$ cat src/rtl/irqtmr_pkg.sv
package irqtmr_pkg;
  localparam int unsigned ADDR_W = 12;
  localparam int unsigned PRE_W  = 7;   // widest prescale ratio is 2**PRE_W
  localparam logic [ADDR_W-1:0] OFS_ENTRY = 12'h320;
  localparam logic [ADDR_W-1:0] OFS_INIT  = 12'h380;
  localparam logic [ADDR_W-1:0] OFS_CUR   = 12'h390;
  localparam logic [ADDR_W-1:0] OFS_DIV   = 12'h3E0;
  localparam int unsigned BIT_MASK = 16;
  localparam int unsigned BIT_MODE = 17;

  typedef struct packed {
    logic       periodic;
    logic       mask;
    logic [7:0] vec;
  } entry_t;

  // Divide code -> log2 of the ratio; bit 2 is a don't-care.
  function automatic logic [2:0] div_shift(input logic [3:0] code);
    logic [2:0] idx;
    casez (code)
      4'b0?00: idx = 3'd0;
      4'b0?01: idx = 3'd1;
      4'b0?10: idx = 3'd2;
      4'b0?11: idx = 3'd3;
      4'b1?00: idx = 3'd4;
      4'b1?01: idx = 3'd5;
      4'b1?10: idx = 3'd6;
      default: idx = 3'd7;
    endcase
    return idx + 3'd1;  // 7 wraps to 0: ratio 1
  endfunction

  // Terminal prescale value for a given shift.
  function automatic logic [PRE_W-1:0] div_last(input logic [2:0] sh);
    return PRE_W'((32'd1 << sh) - 32'd1);
  endfunction
endpackage

$ cat src/rtl/irqtmr_regs.sv
module irqtmr_regs
  import irqtmr_pkg::*;
#(
  parameter int unsigned CW = 32
) (
  input  logic              clk,
  input  logic              rst_n,
  input  logic              wr_en,
  input  logic [ADDR_W-1:0] addr,
  input  logic [31:0]       wdata,
  input  logic [CW-1:0]     cur_count,
  output logic [31:0]       rdata,
  output entry_t            entry,
  output logic [CW-1:0]     init_q,
  output logic [3:0]        div_code,
  output logic              load_wr,
  output logic [CW-1:0]     load_val
);
  assign load_wr  = wr_en && (addr == OFS_INIT);
  assign load_val = wdata[CW-1:0];

  always_ff @(posedge clk) begin
    if (!rst_n) begin
      entry    <= '{periodic: 1'b0, mask: 1'b1, vec: 8'h00};
      init_q   <= '0;
      div_code <= 4'h0;
    end else if (wr_en) begin
      case (addr)
        OFS_ENTRY: entry <= '{periodic: wdata[BIT_MODE], mask: wdata[BIT_MASK], vec: wdata[7:0]};
        OFS_INIT:  init_q <= load_val;
        OFS_DIV:   div_code <= wdata[3:0];
        default:   ;
      endcase
    end
  end

  always_comb begin
    rdata = '0;
    case (addr)
      OFS_ENTRY: begin
        rdata[7:0]      = entry.vec;
        rdata[BIT_MASK] = entry.mask;
        rdata[BIT_MODE] = entry.periodic;
      end
      OFS_INIT: rdata = 32'(init_q);
      OFS_CUR:  rdata = 32'(cur_count);
      OFS_DIV:  rdata = {28'd0, div_code};
      default:  rdata = '0;
    endcase
  end
endmodule

$ cat src/rtl/irqtmr_prescale.sv
module irqtmr_prescale
  import irqtmr_pkg::*;
(
  input  logic       clk,
  input  logic       rst_n,
  input  logic       restart,
  input  logic       enable,
  input  logic [3:0] div_code,
  output logic       tick
);
  logic [PRE_W-1:0] pre_q;
  logic [PRE_W-1:0] last;

  assign last = div_last(div_shift(div_code));
  // >= keeps the tick alive if the ratio shrinks mid-period.
  assign tick = enable && (pre_q >= last);

  always_ff @(posedge clk) begin
    if (!rst_n)                         pre_q <= '0;
    else if (restart || !enable || tick) pre_q <= '0;
    else                                pre_q <= pre_q + PRE_W'(1);
  end
endmodule

$ cat src/rtl/irqtmr_down.sv
module irqtmr_down
  import irqtmr_pkg::*;
#(
  parameter int unsigned CW = 32
) (
  input  logic          clk,
  input  logic          rst_n,
  input  logic          load_wr,
  input  logic [CW-1:0] load_val,
  input  logic [CW-1:0] reload_val,
  input  logic          tick,
  input  entry_t        entry,
  output logic [CW-1:0] count,
  output logic          running,
  output logic          expire,
  output logic          irq_valid,
  output logic [7:0]    irq_vector
);
  assign expire = running && tick && (count == CW'(1)) && !load_wr;

  always_ff @(posedge clk) begin
    if (!rst_n) begin
      count   <= '0;
      running <= 1'b0;
    end else if (load_wr) begin
      count   <= load_val;
      running <= (load_val != '0);
    end else if (expire) begin
      if (entry.periodic) begin
        count <= reload_val;
      end else begin
        count   <= '0;
        running <= 1'b0;
      end
    end else if (running && tick) begin
      count <= count - CW'(1);
    end
  end

  always_ff @(posedge clk) begin
    if (!rst_n) begin
      irq_valid  <= 1'b0;
      irq_vector <= 8'h00;
    end else begin
      irq_valid <= expire && !entry.mask;
      if (expire) irq_vector <= entry.vec;
    end
  end
endmodule

$ cat src/rtl/irq_countdown_timer.sv
module irq_countdown_timer
  import irqtmr_pkg::*;
#(
  parameter int unsigned CW = 32
) (
  input  logic              clk,
  input  logic              rst_n,
  input  logic              bus_wr,
  input  logic [ADDR_W-1:0] bus_addr,
  input  logic [31:0]       bus_wdata,
  output logic [31:0]       bus_rdata,
  output logic              irq_valid,
  output logic [7:0]        irq_vector
);
  entry_t        entry;
  logic [CW-1:0] init_q;
  logic [CW-1:0] load_val;
  logic [CW-1:0] count;
  logic [3:0]    div_code;
  logic          load_wr;
  logic          tick;
  logic          running;
  logic          expire;

  irqtmr_regs #(.CW(CW)) u_regs (
    .clk(clk), .rst_n(rst_n), .wr_en(bus_wr), .addr(bus_addr), .wdata(bus_wdata),
    .cur_count(count), .rdata(bus_rdata), .entry(entry), .init_q(init_q),
    .div_code(div_code), .load_wr(load_wr), .load_val(load_val)
  );

  irqtmr_prescale u_pre (
    .clk(clk), .rst_n(rst_n), .restart(load_wr), .enable(running),
    .div_code(div_code), .tick(tick)
  );

  irqtmr_down #(.CW(CW)) u_down (
    .clk(clk), .rst_n(rst_n), .load_wr(load_wr), .load_val(load_val),
    .reload_val(init_q), .tick(tick), .entry(entry), .count(count),
    .running(running), .expire(expire), .irq_valid(irq_valid), .irq_vector(irq_vector)
  );
endmodule

$ cat config.mk
export PLATFORM = sky130hd
export DESIGN_NAME = irq_countdown_timer
export DESIGN_NICKNAME = d
export VERILOG_FILES = /design/src/rtl/irqtmr_pkg.sv /design/src/rtl/irqtmr_regs.sv /design/src/rtl/irqtmr_prescale.sv /design/src/rtl/irqtmr_down.sv /design/src/rtl/irq_countdown_timer.sv
export SDC_FILE = /design/constraint.sdc
export NUM_CORES = 1
export LEC_CHECK = 0
export BUFFER_PORTS_ARGS = -buffer_cell sky130_fd_sc_hd__buf_2
export CAP_MARGIN = 20
export CORE_MARGIN = 2
export CORE_UTILIZATION = 60
export DETAILED_ROUTE_END_ITERATION = 10
export GPL_TIMING_DRIVEN = 0
export PLACE_DENSITY_LB_ADDON = 0.1
export SLEW_MARGIN = 30
export SYNTH_ARGS = -nofsm -noshare
export SYNTH_HDL_FRONTEND = slang
export SYNTH_SLANG_ARGS = --single-unit
$ cat constraint.sdc
create_clock -name clk -period 5.8 [get_ports clk]
set_input_delay 0 -clock clk [delete_from_list [all_inputs] [get_ports clk]]
set_output_delay 0 -clock clk [all_outputs]
set_load 0.03 [all_outputs]
==> qor.csv <==
metric,value,unit
end_kind,register,
clock_latency,0.38,ns
numPortBuffers,87,
synthDistinctLibCells,56,
syn2layout_area_growth,20.6,%
cts_sinks,95,
grtUsageTotal,36.4,%
clk_pin_slew,0.11,ns
fin_cells,908,
cts_resized,0,
synth_area,5360,µm²
start_util,61.7,%
synth-xor-area-share,6.05,%
switching_share,25.4,%
min_path_type,in -> reg,
clockPowerShare,39.5,%
ios,88,
synth.top_cell.area_share,35.5,%
fin_crit_sh,69.2,%
critical_path_arrival,4.31,ns
tritoncts,built,
synth_compound_area_share,23.5,%
wl_per_cell,19.5,µm
drc,0,
setup_viol,0,
synth_top_family_by_area,simple AND/OR/NAND/NOR gates,
htreeDepth,3,
rrSetupSlack,1.79,ns
dr.pass1.iters,6,
p_sw,0.302,mW
power.share.sequential,54.8,%
yosys.area_share.simple,24.6,%
synth_seq_cells,95,
pwr-share-comb,5.7,%
status,"finished, final reports clean",
post-cts-setup-buffers,0,
cp.required,6.10,ns
syn-num-nets,723,
fin_util,74.4,%
finClkSkew,0.0105,ns
cts-buffers-inserted,9,
dr.first_iter.drc_count,679,
synth_area_leader_cell,dfxtp_1,
synthMuxAreaShare,3.93,%
tightest_slew,0.762,ns
leakage,2.78,nW
core-area,8680,µm²
setup_tns,0,ns
worst_slack,1.79,ns
grt_max_degree,18,
fin_crit,4.01,ns
rows,34,
postRouteWirelength,17700,µm
peakVddDrop,0.122,mV
cts-root-buf,clkbuf_8,
synth.avg_cell_area,8.05,µm²
drive_gt1_share,16.1,%
dieWidth,98.5,µm
antenna_cells,0,
final-hold-violation-count,0,
startpoint_type,register,
grt_pass1_vias,5782,
cts_hold_buffers,32,
powerDensity,184,nW/µm²
seq_area_frac_synth,35.5,%
async_flop_share,0,%
seqCellArea,1900,µm²
synth_edf_count,0,
synth_fa_ha_area_share,2.57,%
viasPerCell,6.56,
grt_pass1_wl,28200,µm
final_nets,853,
rsz0062_at_grt,false,
synth_cells,665,
fmax,249,MHz
slew_headroom,48.8,%
dp_hpwl,12200,µm
synthTopCellsByArea,"dfxtp_1 36%, nand2_1 7.5%, o21ai_0 5.0%",
drv_slew,0,
placed_cells,860,
dieArea,9700,µm²
gp_congestion,0.986,
multi_input_area,3260,µm²
pre_cts_ws,2.06,ns
fill_cells,713,
grt_overflow,0,
vias,5955,
fp.dieH,98.5,µm
ant_nets,0,
yosysWarnings,0,
cts.path.max_buffers,2,
worstPathMaxFanout,10,
max_cap_viol_count,0,
path_class,reg -> reg,
ys.flop_type,dfxtp_1,
antenna_found_initial,0,
p_int,0.888,mW
==> logic make-up (layout without fill, tap and decap cells) <==
family	Yosys count	count (layout)
AO/OA/AOI/OAI	194	194
XOR/XNOR	37	37
adder cells (fa/ha/maj)	11	11
buffers and inverters	53	188
flip-flops	95	95
multiplexers	21	21
AND/OR/NAND/NOR	254	254
==> layout make-up <==
cell class                 count  area share (%)
tap                          108            2.09
buffer                        46            2.81
clock buffer                   9            1.92
inverter                       7           0.407
clock inverter                 7            1.20
sequential                    95            29.4
multi-input combinational    517            50.4
timing repair buffer         119            11.7
==> cell usage after synthesis (all sizes together) (4+ instances only) <==
| master | instances |
|---|---|
| a211oi | 4 |
| a21boi | 15 |
| a21oi | 43 |
| a22o | 24 |
| a22oi | 22 |
| a31oi | 6 |
| and2 | 4 |
| buf | 9 |
| clkbuf | 37 |
| dfxtp | 95 |
| ha | 11 |
| inv | 7 |
| mux2i | 21 |
| nand2 | 108 |
| nand3 | 11 |
| nand3b | 4 |
| nor2 | 45 |
| nor2b | 6 |
| nor3 | 18 |
| nor4 | 29 |
| o21ai | 54 |
| o22ai | 7 |
| or3 | 9 |
| or4 | 5 |
| xnor2 | 9 |
| xor2 | 28 |
==> final timing paths <==
| check | endpoint | cells after the start | startpoint |
|---|---|---|---|
| max | u_down.count[26] | 15 | u_regs.div_code[3] |
| min | u_regs.entry[8] | 3 | bus_wr |
| max reg2reg | u_down.count[26] | 15 | u_regs.div_code[3] |
| min reg2reg | u_regs.init_q[7] | 2 | u_regs.init_q[7] |
==> layout by cell type (no fill, tap or decap), drive strengths merged, types with 5 or more instances in the layout <==
| cell type | count |
|---|---|
| nand2 | 108 |
| buf | 96 |
| dfxtp | 95 |
| o21ai | 54 |
| clkbuf | 46 |
| nor2 | 45 |
| a21oi | 43 |
| dlygate4sd3 | 32 |
| nor4 | 29 |
| xor2 | 28 |
| a22o | 24 |
| a22oi | 22 |
| mux2i | 21 |
| nor3 | 18 |
| a21boi | 15 |
| nand3 | 11 |
| ha | 11 |
| inv | 10 |
| xnor2 | 9 |
| or3 | 9 |
| o22ai | 7 |
| a31oi | 6 |
| nor2b | 6 |
| or4 | 5 |
==> registers in the layout (all words and copies together), names as in the netlist <==
name,flops
u_down.irq_vector,8
u_regs.init_q,32
u_down.count,32
u_regs.div_code,4
u_pre.pre_q,7
u_down.running,1
u_down.irq_valid,1
u_regs.entry,10
==> through the flow <==
step / total power [mW] / instance area (µm²) / hold WS, ns
global route: 1.21 / 6460 / 0.0575
CTS: 1.18 / 6450 / 0.00656
finish: 1.19 / 6460 / 0.0132
floorplan: 0.681 / 5360 / 0.140
global placement: 0.715 / 5930 / 0.267
detailed placement: 0.716 / 5930 / 0.271
==> critical path, cell delays in order (launching register included) <==
cell and delay (ns):
dfxtp_1 0.35, clkbuf_1 0.38, or3_1 0.18, ha_1 0.27
nor2_1 0.08, a21oi_1 0.14, nor2_1 0.06, a31oi_1 0.18
ha_1 0.26, and2_1 0.16, a221o_1 0.32, a41o_1 0.29
a31oi_1 0.35, clkbuf_1 0.48, a22oi_1 0.19, a21oi_1 0.23
==> layer usage <==
layer  part of all wire (%)  global-route usage (%)  vias up
li1                       -                       -     2676
met3                     11                    7.38       86
met4                    4.0                    18.4        0
met1                     40                    46.0     2763
met5                      0                       0        -
met2                     45                    59.1      430
==> power by group through the flow <==
| stage | combinational [mW] | sequential, mW | clock [mW] |
|---|---|---|---|
| final | 0.0684 | 0.652 | 0.470 |
| after global routing | 0.0716 | 0.652 | 0.490 |
| after CTS | 0.0652 | 0.652 | 0.463 |
| after detailed placement | 0.0487 | 0.667 | 0 |
| after global placement | 0.0477 | 0.667 | 0 |
| after floorplan | 0.0143 | 0.667 | 0 |
Note: power is estimated with default switching activity, not from simulation.
